## config.mk

```make
export PLATFORM = sky130hd
export DESIGN_NAME = fj_sequencer
export DESIGN_NICKNAME = d
export VERILOG_FILES = /design/src/rtl/fj_pkg.sv /design/src/rtl/fj_join.sv /design/src/rtl/fj_start_dec.sv /design/src/rtl/fj_sequencer.sv
export SDC_FILE = /design/constraint.sdc
export NUM_CORES = 1
export LEC_CHECK = 0
export ABC_AREA = 1
export BUFFER_PORTS_ARGS = -buffer_cell sky130_fd_sc_hd__buf_2
export CORE_AREA = 3 3 40 42
export DETAILED_ROUTE_END_ITERATION = 12
export DIE_AREA = 0 0 43 45
export PLACE_DENSITY = 0.44
export SLEW_MARGIN = 20
export SYNTH_ARGS = -nofsm -noshare
export SYNTH_HDL_FRONTEND = slang
export SYNTH_SLANG_ARGS = --single-unit
```

## constraint.sdc

```tcl
create_clock -name clk -period 1.1 [get_ports clk]
set_input_delay 0.055 -clock clk [delete_from_list [all_inputs] [get_ports clk]]
set_output_delay 0.055 -clock clk [all_outputs]
set_load 0.02 [all_outputs]
```

## src/rtl/fj_pkg.sv

```systemverilog
package fj_pkg;

    localparam int STATE_W = 3;

    typedef enum logic [STATE_W-1:0] {
        ST_REST     = 3'd0,
        ST_FORK     = 3'd1,
        ST_JOIN     = 3'd2,
        ST_TAIL     = 3'd3,
        ST_TAILWAIT = 3'd4
    } fj_state_e;

    typedef struct packed {
        fj_state_e state;
    } fj_regs_t;

endpackage

```

## src/rtl/fj_join.sv

```systemverilog
// Reduces a group of parallel busy lines into "all raised" and "all dropped".
module fj_join #(
    parameter int N_PAR = 2
) (
    input  logic [N_PAR-1:0] busy,
    output logic             all_up,
    output logic             all_down
);
    logic [N_PAR:0] up_chain;
    logic [N_PAR:0] dn_chain;

    assign up_chain[0] = 1'b1;
    assign dn_chain[0] = 1'b1;

    for (genvar i = 0; i < N_PAR; i++) begin : g_chain
        assign up_chain[i+1] = up_chain[i] &  busy[i];
        assign dn_chain[i+1] = dn_chain[i] & ~busy[i];
    end

    assign all_up   = up_chain[N_PAR];
    assign all_down = dn_chain[N_PAR];
endmodule

```

## src/rtl/fj_start_dec.sv

```systemverilog
// Decodes the current state into launch requests.
module fj_start_dec
    import fj_pkg::*;
#(
    parameter int N_PAR = 2
) (
    input  fj_state_e        state,
    output logic [N_PAR-1:0] par_start,
    output logic             tail_start
);
    for (genvar i = 0; i < N_PAR; i++) begin : g_par
        assign par_start[i] = (state == ST_FORK);
    end

    assign tail_start = (state == ST_TAIL);
endmodule

```

## src/rtl/fj_sequencer.sv

```systemverilog
module fj_sequencer
    import fj_pkg::*;
(
    input  logic               clk,
    input  logic               rst,
    input  logic               tick,
    input  logic               busy_a,
    input  logic               busy_b,
    input  logic               busy_c,
    output logic               start_a,
    output logic               start_b,
    output logic               start_c,
    output logic [STATE_W-1:0] dbg_state
);
    localparam int N_PAR = 2;

    fj_regs_t         regs_d, regs_q;
    logic [N_PAR-1:0] par_busy;
    logic [N_PAR-1:0] par_start;
    logic             par_all_up;
    logic             par_all_down;
    logic             tail_start;

    assign par_busy = {busy_b, busy_a};

    fj_join #(.N_PAR(N_PAR)) u_join (
        .busy     (par_busy),
        .all_up   (par_all_up),
        .all_down (par_all_down)
    );

    fj_start_dec #(.N_PAR(N_PAR)) u_dec (
        .state      (regs_q.state),
        .par_start  (par_start),
        .tail_start (tail_start)
    );

    always_comb begin
        regs_d = regs_q;
        unique case (regs_q.state)
            ST_REST:     if (tick)         regs_d.state = ST_FORK;
            ST_FORK:     if (par_all_up)   regs_d.state = ST_JOIN;
            ST_JOIN:     if (par_all_down) regs_d.state = ST_TAIL;
            ST_TAIL:     if (busy_c)       regs_d.state = ST_TAILWAIT;
            ST_TAILWAIT: if (!busy_c)      regs_d.state = ST_REST;
            default:                       regs_d.state = ST_REST;
        endcase
    end

    always_ff @(posedge clk) begin
        if (rst) regs_q.state <= ST_REST;
        else     regs_q <= regs_d;
    end

    assign start_a   = par_start[0];
    assign start_b   = par_start[1];
    assign start_c   = tail_start;
    assign dbg_state = regs_q.state;

    // a trigger at rest opens the fork
    a_r2_tick_launch: assert property (@(posedge clk) disable iff (rst)
        (dbg_state == 3'd0 && tick) |=> (dbg_state == 3'd1));

    // launch holds until both parallel workers show busy
    a_r3_fork_hold: assert property (@(posedge clk) disable iff (rst)
        (dbg_state == 3'd1 && !(busy_a && busy_b)) |=> (dbg_state == 3'd1 && start_a && start_b));

    // join waits while any parallel worker runs
    a_r4_join_wait: assert property (@(posedge clk) disable iff (rst)
        (dbg_state == 3'd2 && (busy_a || busy_b)) |=> (dbg_state == 3'd2));

    // tail launch confirmed by busy_c
    a_r5_tail_confirm: assert property (@(posedge clk) disable iff (rst)
        (start_c && busy_c) |=> (dbg_state == 3'd4 && !start_c));

    // tail completion returns to rest
    a_r6_tail_done: assert property (@(posedge clk) disable iff (rst)
        (dbg_state == 3'd4 && !busy_c) |=> (dbg_state == 3'd0));

    // at most one launch group active at a time, parallel starts move together
    a_r8_one_group: assert property (@(posedge clk) disable iff (rst)
        $onehot0({start_a, start_c}) && (start_a == start_b));
endmodule

```

==> metrics.yaml, run 1 <==
initial_utilization_pct: 22.3
remaining_drc_errors: 0
totalNegativeSetupSlack_ns: 0
number_of_flip_flops_under_the_largest_register_name: 3
worst_skew_pair.late_latency_ns: 0.23
timing.final.max_slew_violations: 0
count_of_endpoints_failing_hold_in_the_final_timing_report: 0
core_region_area_sq_um: 1280
place_ws_ns: -0.0419
synthesis.instances: 53
wl_per_cell_um: 8.67
post_synth_num_cell_types: 12
worstSetupEndpointType: "flop"
grt_first_pass_wirelength_mm: 1.13
rsz0062_at_grt: "yes"
grt_start_max_net_pins: 7
detailedRoute.firstPassIterationCount: 4
timing.hold.ws_ns: 0.0811
worstPathCellList: "buf_6 -> nand2_4 -> nor2_4 -> nor2_4 -> nand2_1 -> o21ai_2 -> inv_1"
critPathBufInv: 2
synth.avg_cell_area_sq_um: 5.41
vias: 355
y_dimension_of_the_die_um: 45
gp_congestion: 0.731
net_total_in_the_final_layout: 78
worst_path_dominant_cell_family: "flip-flops"
placedCellCount: 79
timing.clock.skew_ns: 0.00192
synth_warnings: 0
final_antenna_net_count: 0
start_kind: "flop"
critPathKind: "reg2reg"
timing.final.ws_setup_ns: 0.00762
design.portCount: 12
post_route_cells_drive_above_1_share_pct: 56.3
crit_top_cell: "nor2_4"
io_buffer_count: 11
post_route_core_utilization_pct: 38.9
yosys.area.top_type: "dfxtp_1"
critPathSlowestCell: "dfxtp_4"
first_global_vias: 275
synth_sequential_area_ratio_pct: 21.0
synth_nets: 59
area_delta_synth_final_pct: 74.7
register_bit_count_reported_by_yosys: 3
max_freq_ghz: 0.915
required_time_at_the_endpoint_of_the_critical_path_ns: 1.22
number_of_clock_sinks_seen_by_cts: 3
htreeDepth: 1
syn_area_sq_um: 287
synth.top_cells.by_area: "dfxtp_1 (21%), inv_1 (16%), nand2_1 (16%), nor2_1 (14%), nand3_1 (8.7%)"
instances_no_fill: 86
clockRootBuffer: "clkbuf_4"
first_drt_iteration_drcs: 3
dp_hpwl_um: 527
gr-total-overflow: 0
vdd_ir_drop_max_mv: 1.00
power.density_cell_area_nw_per_um2: 3250
clk_path_buf_depth: 2
max-cap-violations: 0
n_antenna_cell: 0
worstHoldPathType: "in2reg"
tritoncts: "done"
setup_viol: 0
finalWirelength_um: 746
cts.clk_slew.worst_paths_ns: 0.04
cellLeakagePower_nw: 0.294
cts_buffers: 3
delay_contributed_by_the_slowest_stage_of_the_critical_path_ns: 0.37
design.die.area_sq_um: 1940
synth_top_area_share_pct: 21.0
die_width_um: 43
grtUsageTotal_pct: 7.72
slew_of_the_pin_with_the_lowest_slew_margin_ns: 0.154
run_status: "completed"
fin_crit_sh_pct: 99.3
fp-row-count: 13
timing.critical_path.fanout_max: 6
post-route-min-period_ns: 1.09
crit_arrival_ns: 1.21
slew_headroom_pct: 89.7
antenna_found_initial: 0
vias_per_cell: 4.13
kinds of logic after synthesis:
logic type      Yosys count  synth area share [%]
simple gates             34                  53.3
buf+inv                  14                  22.3
flops                     3                  21.0
compound gates            2                  3.49
cells in the mapped netlist (all sizes together):
cell type   n
nor2       15
nand2      13
inv        12
nand3       6
dfxtp       3
buf         2
o21ai       2
worst reg2reg max path: cells and delay by family (launching register included):
| family | cells | cell delay, ns |
|---|---|---|
| AOI/OAI and AO/OA | 1 | 0.14 |
| buffers and inverters | 2 | 0.18 |
| DFF | 1 | 0.37 |
| and+or+nand+nor | 4 | 0.30 |
final timing paths:
kind           startpoint            to  slack (ns)  cells after the start
max          dbg_state[1]  dbg_state[0]       0.008                      7
min                   rst  dbg_state[2]        0.08                      4
max reg2reg  dbg_state[1]  dbg_state[0]       0.008                      7
min reg2reg  dbg_state[1]  dbg_state[1]        0.67                      3
cell type report:
cell class                 count  area [sq um]
fill                         148           785
multi-input combinational     36           238
timing repair buffer          16           101
sequential                     3          71.3
inverter                      12          45.0
clock buffer                   4          26.3
tap                           15          18.8
report_power, final:
group	switching [W]	total [W]	internal (W)	leakage, nW
clock	0.0000587	0.000195	0.000136	0.0150
combinational	0.000629	0.00111	0.000480	0.253
sequential	0.000129	0.000325	0.000196	0.0267
total	0.000817	0.00163	0.000812	0.294
layer usage:
layer	up-vias	global-route usage, %	wire length, um
li1	192	-	-
met1	157	10.0	346
met2	6	12.6	369
met3	0	2.39	29
met4	0	1.81	0
met5	-	0	0
stage by stage:
step | area, sq um | total power [W]
3_3_place_gp | 378 | 0.00109
3_5_place_dp | 378 | 0.00109
6_report | 500 | 0.00163
2_1_floorplan | 308 | 0.000923
5_1_grt | 500 | 0.00178
4_1_cts | 420 | 0.00136
layout by cell type, fill, tap and decap left out, types with 3 or more instances in the layout:
master	netlist	final
inv_1	12	10
buf_2	0	9
clkbuf_4	0	3
nand2_1	12	8
nand2_2	1	3
dfxtp_4	0	3
nor2_4	0	6
buf_4	1	6
nor2_1	11	7
nand3_1	5	5
timing repair:
item / in CTS / in global routing
gates resized for setup: 4 / 20
hold endpoints to repair: 0 / 0
gates cloned: 0 / 0
pin swaps: 0 / 8
hold buffers: 0 / 0
setup buffers: 1 / 2
setup endpoints to repair: 1 / 5
Power figures use the tool's default switching activity.
==> inputs of run 2 (changes only) <==
PLACE_DENSITY = 0.4   (was 0.44)
SYNTH_HIERARCHICAL = 1   (was unset)
==> run 2 against run 1 <==
Clock skew down 0.00094 ns. Synthesized cell count shrank 15%. Die area unchanged. Critical endpoint is now start_c. Largest cell class unchanged.
==> metrics.yaml, run 2 <==
run_status: "completed"
worst_skew_pair.late_latency_ns: 0.24  # about the same
first_global_vias: 263  # -4.4%
gp_congestion: 0.673  # -7.9%
number_of_flip_flops_under_the_largest_register_name: 3  # unchanged
fraction_of_synthesis_flops_using_an_asynchronous_set_or_reset_pin_pct: 0  # unchanged
clockRootBuffer: "clkbuf_4"
dp_hpwl_um: 457  # -13%
synth_top_area_share_pct: 24.6  # +3.7 points
totalNegativeSetupSlack_ns: 0  # unchanged
fin_crit_sh_pct: 94.8  # -4.5 points
start_kind: "flop"
synth_nets: 51  # -14%
grt_start_max_net_pins: 9  # +2
synth_warnings: 6  # +6
synth_flop_cell: "dfxtp_1"
r2r_end: "dbg_state[1]"
synth.top_cells.by_area: "dfxtp_1 (25%), nand2_1 (18%), inv_1 (15%), nor2_1 (15%), nand3_1 (6.2%)"
placed_area_sq_um: 324  # -14%
count_of_endpoints_failing_hold_in_the_final_timing_report: 0  # unchanged
vias: 303  # -15%
netSwitchingPower_w: 0.000615  # -25%
final_design_area_no_fill_sq_um: 389  # -22%
gr-total-overflow: 0  # unchanged
final_antenna_net_count: 0  # unchanged
design.die.area_sq_um: 1940  # unchanged
number_of_clock_sinks_seen_by_cts: 3  # unchanged
power_frac_seq_pct: 24.3  # +4.3 points
synth_enable_flop_cells: 0  # unchanged
synth_sequential_area_ratio_pct: 24.6  # +3.7 points
syn_area_sq_um: 244  # -15%
core_region_area_sq_um: 1280  # unchanged
p_comb_share_pct: 59.9  # -8.2 points
setup.reg_to_reg.worst_slack_ns: 0.07  # +0.06 ns
post_route_cells_drive_above_1_share_pct: 47.5  # -8.8 points
rsz0062_at_grt: "yes"
remaining_drc_errors: 0  # unchanged
y_dimension_of_the_die_um: 45  # unchanged
critPathCapture: "start_c"
timing.critical_path.fanout_max: 7  # +1
timing.rr.start: "dbg_state[2]"
post_synth_num_cell_types: 12  # unchanged
timing.final.ws_setup_ns: 0.0576  # +0.0500 ns
internal-power_w: 0.000639  # -21%
crit_arrival_ns: 0.99  # -0.22 ns
area_delta_synth_final_pct: 59.5
finalWirelength_um: 583  # -22%
vdd_ir_drop_max_mv: 0.879  # -12%
htreeDepth: 1  # unchanged
grtUsageTotal_pct: 7.32  # -0.41 points
min_path_cells: 4  # unchanged
initial_utilization_pct: 19.0  # -3.3 points
timing.final.max_slew_violations: 0  # unchanged
cellLeakagePower_nw: 0.214  # -27%
tritoncts: "done"
clk_path_buf_depth: 2  # unchanged
worstSetupEndpointType: "output pin"
antenna_found_initial: 0  # unchanged
required_time_at_the_endpoint_of_the_critical_path_ns: 1.04  # -0.18 ns
critPathLaunch: "dbg_state[1]"
design.portCount: 12  # unchanged
max-cap-violations: 0  # unchanged
pwr-share-clk_pct: 15.8  # +3.8 points
setup_viol: 0  # unchanged
yosys.area.top_type: "dfxtp_1"
io_buffer_count: 11  # unchanged
post-route-min-period_ns: 1.04  # -0.0500 ns
n_antenna_cell: 0  # unchanged
max_freq_ghz: 0.959  # +4.8%
leading_cell_type_by_number_of_instances_after_synthesis: "nand2_1"
cts.clk_slew.worst_paths_ns: 0.04  # about the same
register_bit_count_reported_by_yosys: 3  # unchanged
slew_headroom_pct: 90.4  # +0.72 points
grt_first_pass_wirelength_mm: 1.01  # -11%
worstHoldPathType: "in2reg"
worstRegToRegCells: 8  # +1
die_width_um: 43  # unchanged
timing.clock.skew_ns: 0.000982  # -0.000940 ns
slew_of_the_pin_with_the_lowest_slew_margin_ns: 0.143  # -0.0119 ns
detailedRoute.firstPassIterationCount: 2  # -2
most_frequent_cells_in_the_layout: "nand2_1 (10), buf_2 (10), inv_1 (9)"
synth.avg_cell_area_sq_um: 5.42  # +0.29%
power.share.switching_pct: 49.1  # -1.1 points
place_ws_ns: -0.000625  # +0.0412 ns
synthesis.instances: 45  # -15%
vias_per_cell: 3.99  # -3.4%
first_drt_iteration_drcs: 6  # +3
net_total_in_the_final_layout: 68  # -13%
cts_buffers: 3  # unchanged
fp-row-count: 13  # unchanged
wl_per_cell_um: 7.67  # -12%
critPathKind: "reg2out"
post_synth_most_frequent_cells: "nand2_1 (12), inv_1 (10), nor2_1 (10)"
power.density_cell_area_nw_per_um2: 3220  # -0.99%
==> run 2: final cells by class <==
cell class / instances / area (sq um)
timing repair buffer: 13 / 76.3
clock buffer: 4 / 26.3
inverter: 10 / 37.5
sequential: 3 / 71.3
fill: 156 / 896
tap: 15 / 18.8
multi-input combinational: 31 / 159
==> run 2: how the worst min path moves through the flow <==
| stage | startpoint | end | slack (ns) |
|---|---|---|---|
| final | rst | dbg_state[1] | 0.07 |
| after global routing | rst | dbg_state[2] | 0.10 |
| after global placement | rst | dbg_state[1] | 0.33 |
| after detailed placement | rst | dbg_state[1] | 0.32 |
| after floorplan | rst | dbg_state[2] | 0.21 |
| after CTS | rst | dbg_state[1] | 0.07 |
==> run 2: layer usage <==
metal | vias to the layer above | GRT usage, % | wire (um)
met1 | 128 | 7.67 | 251
met3 | 0 | 6.37 | 76
li1 | 163 | - | -
met4 | 0 | 1.81 | 0
met5 | - | 0 | 0
met2 | 12 | 11.1 | 255
==> run 2: metrics by stage <==
step           std cells  total power [W]  hold WS (ns)  utilization (%)
6_report              76          0.00125        0.0706             30.3
5_1_grt               76          0.00140         0.101             30.3
4_1_cts               75          0.00118        0.0683             27.5
3_5_place_dp          71         0.000965         0.325             25.2
3_3_place_gp          71         0.000966         0.326             25.2
2_1_floorplan         45         0.000784         0.215                -
==> run 2: power groups by stage <==
stage / registers [W] / clock network, W / logic (W)
2_1_floorplan: 0.000319 / 0 / 0.000465
3_3_place_gp: 0.000280 / 0 / 0.000686
3_5_place_dp: 0.000280 / 0 / 0.000685
4_1_cts: 0.000286 / 0.000211 / 0.000683
5_1_grt: 0.000325 / 0.000222 / 0.000857
6_report: 0.000304 / 0.000198 / 0.000751
==> run 2: timing repair <==
item / 4_1_cts / 5_1_grt
pin swaps: 1 / 3
buffers inserted: 0 / 1
hold buffers: 0 / 0
gates resized for setup: 1 / 11
endpoints found under the setup margin: 3 / 6
==> run 2: cell families after synthesis <==
family          synth area share, %
buf+inv                        18.5
compound gates                 4.10
flops                          24.6
simple gates                   52.8
==> run 2: critical path, stage by stage, from the launching register on <==
cell and delay (ns):
dfxtp_4 0.37, buf_6 0.11, nand2_2 0.05, nor2_2 0.09
buf_4 0.14
==> inputs of run 3 (changes only) <==
==> constraint.sdc (replaced) <==
create_clock -name clk -period 1.1 [get_ports clk]
set_input_delay 0.165 -clock clk [delete_from_list [all_inputs] [get_ports clk]]
set_output_delay 0.165 -clock clk [all_outputs]
set_load 0.02 [all_outputs]
==> run 3 against run 2 <==
The flow now finishes with violations (setup timing). Non-clock buffer count increased by 1. Die area unchanged. Register-to-register slack worse by 0.04 ns. Sequential share of layout area is 2.5 points lower. Highest routed layer unchanged.
==> metrics.yaml, run 3 (synthesized netlist as in run 2, its figures left out) <==
run_status: "finished, violations left"
failed_checks: "setup timing"
grt_first_pass_wirelength_mm: 1.05  # +4.1%
htreeDepth: 1  # unchanged
antenna_found_initial: 0  # unchanged
finalWirelength_um: 632  # +8.4%
required_time_at_the_endpoint_of_the_critical_path_ns: 0.94  # -0.10 ns
grtUsageTotal_pct: 7.48  # +0.17 points
worstSetupEndpointType: "output pin"
n_antenna_cell: 0  # unchanged
timing.critical_path.fanout_max: 3  # -4
fin_crit_sh_pct: 102  # +7.0 points
vias: 310  # +2.3%
final_antenna_net_count: 0  # unchanged
post-route-min-period_ns: 1.12  # +0.0771 ns
power.density_cell_area_nw_per_um2: 3240  # +0.48%
max-cap-violations: 0  # unchanged
count_of_endpoints_failing_hold_in_the_final_timing_report: 0  # unchanged
totalNegativeSetupSlack_ns: -0.0429  # -0.0429 ns
min_path_cells: 4  # unchanged
initial_utilization_pct: 19.0  # unchanged
holdCritStartpoint: "rst"
max_freq_ghz: 0.893  # -6.9%
cts_buffers: 3  # unchanged
io_buffer_count: 11  # unchanged
rsz0062_at_grt: "yes"
timing.final.max_slew_violations: 0  # unchanged
area_delta_synth_final_pct: 84.1
dp_hpwl_um: 457  # unchanged
crit_arrival_ns: 0.95  # -0.04 ns
critPathKind: "reg2out"
first_global_vias: 268  # +1.9%
number_of_clock_sinks_seen_by_cts: 3  # unchanged
vdd_ir_drop_max_mv: 0.952  # +8.3%
postCtsHoldBufs: 0  # unchanged
detailedRoute.firstPassIterationCount: 2  # unchanged
worstHoldPathType: "in2reg"
core_region_area_sq_um: 1280  # unchanged
clockRootBuffer: "clkbuf_4"
timing.rr.start: "dbg_state[1]"
tritoncts: "done"
design.portCount: 12  # unchanged
gr-total-overflow: 0  # unchanged
worstRegToRegCells: 9  # +1
setup.reg_to_reg.worst_slack_ns: 0.03  # -0.04 ns
post_route_cells_drive_above_1_share_pct: 54.8  # +7.3 points
wl_per_cell_um: 8.21  # +7.0%
slew_of_the_pin_with_the_lowest_slew_margin_ns: 0.144  # +0.00113 ns
net_total_in_the_final_layout: 69  # +1.5%
first_drt_iteration_drcs: 5  # -1
setup_viol: 3  # +3
design.die.area_sq_um: 1940  # unchanged
cts.clk_slew.worst_paths_ns: 0.04  # about the same
remaining_drc_errors: 0  # unchanged
timing.clock.skew_ns: 0.00100  # +0.0000180 ns
worst_skew_pair.late_latency_ns: 0.24  # about the same
cellLeakagePower_nw: 0.249  # +16%
number_of_flip_flops_under_the_largest_register_name: 3  # unchanged
r2r_end: "dbg_state[1]"
fp-row-count: 13  # unchanged
most_frequent_cells_in_the_layout: "inv_1 (8), buf_2 (8), nand2_1 (7)"
die_width_um: 43  # unchanged
start_kind: "flop"
gp_congestion: 0.673  # unchanged
slew_headroom_pct: 90.3  # about the same
grt_start_max_net_pins: 9  # unchanged
y_dimension_of_the_die_um: 45  # unchanged
timing.final.ws_setup_ns: -0.0194  # -0.0771 ns
end_point_of_the_most_critical_hold_path: "dbg_state[2]"
clk_path_buf_depth: 2  # unchanged
vias_per_cell: 4.03  # +0.98%
design_power_total_w: 0.00145  # +16%
==> run 3: cell count changes in the layout (fill, tap and decap cells not counted), sizes merged <==
cell / previous run / this run
buf: 13 / 14
==> run 3: final cells by class <==
type	instances	area, sq um
Clock buffer	4	26.3
Fill cell	150	836
Inverter	10	37.5
Multi-Input combinational cell	31	191
Sequential cell	3	71.3
Tap cell	15	18.8
Timing Repair Buffer	14	104
==> run 3: repair_timing <==
item	in CTS	in global routing
gates cloned	0	0
setup endpoints to repair	5	6
buffers inserted	2	0
resized for setup	12	15
endpoints found under the hold margin	0	0
pin swaps	0	7
==> run 3: report_power, final <==
group          internal [W]  switching, W  total (W)  leakage (nW)
Combinational      0.000416      0.000518   0.000934         0.207
Sequential         0.000195      0.000126   0.000321        0.0267
Clock              0.000136     0.0000631   0.000199        0.0150
==> run 3: metal layers <==
metal,vias up,wire [um],global-route usage [%]
li1,165,-,-
met1,131,257,8.15
met2,14,300,11.1
met3,0,73,6.37
met4,0,0,1.81
met5,-,0,0
==> run 3: how the worst max path moves through the flow <==
stage	startpoint	end	slack [ns]	cells after the start
floorplan	dbg_state[0]	start_b	0.02	3
global placement	dbg_state[2]	dbg_state[2]	-0.006	8
detailed placement	dbg_state[2]	dbg_state[1]	-0.0006	8
CTS	dbg_state[1]	start_c	-0.03	4
global route	dbg_state[2]	dbg_state[1]	-0.08	7
finish	dbg_state[1]	start_c	-0.02	4
==> run 3: critical path, cell delays in order, from the launching register on <==
cell	delay, ns
dfxtp_4	0.35
buf_6	0.11
nand2_4	0.04
nor2_2	0.09
buf_6	0.12
==> run 3: through the flow <==
stage	utilization, %	hold WS (ns)	setup slack [ns]	std cells	cell area (sq um)
2_1_floorplan	-	0.325	0.0194	45	250
4_1_cts	31.4	0.178	-0.0327	77	403
6_report	35.0	0.182	-0.0194	77	449
3_3_place_gp	25.2	0.436	-0.00649	71	324
5_1_grt	35.0	0.211	-0.0842	77	449
3_5_place_dp	25.2	0.435	-0.000625	71	324
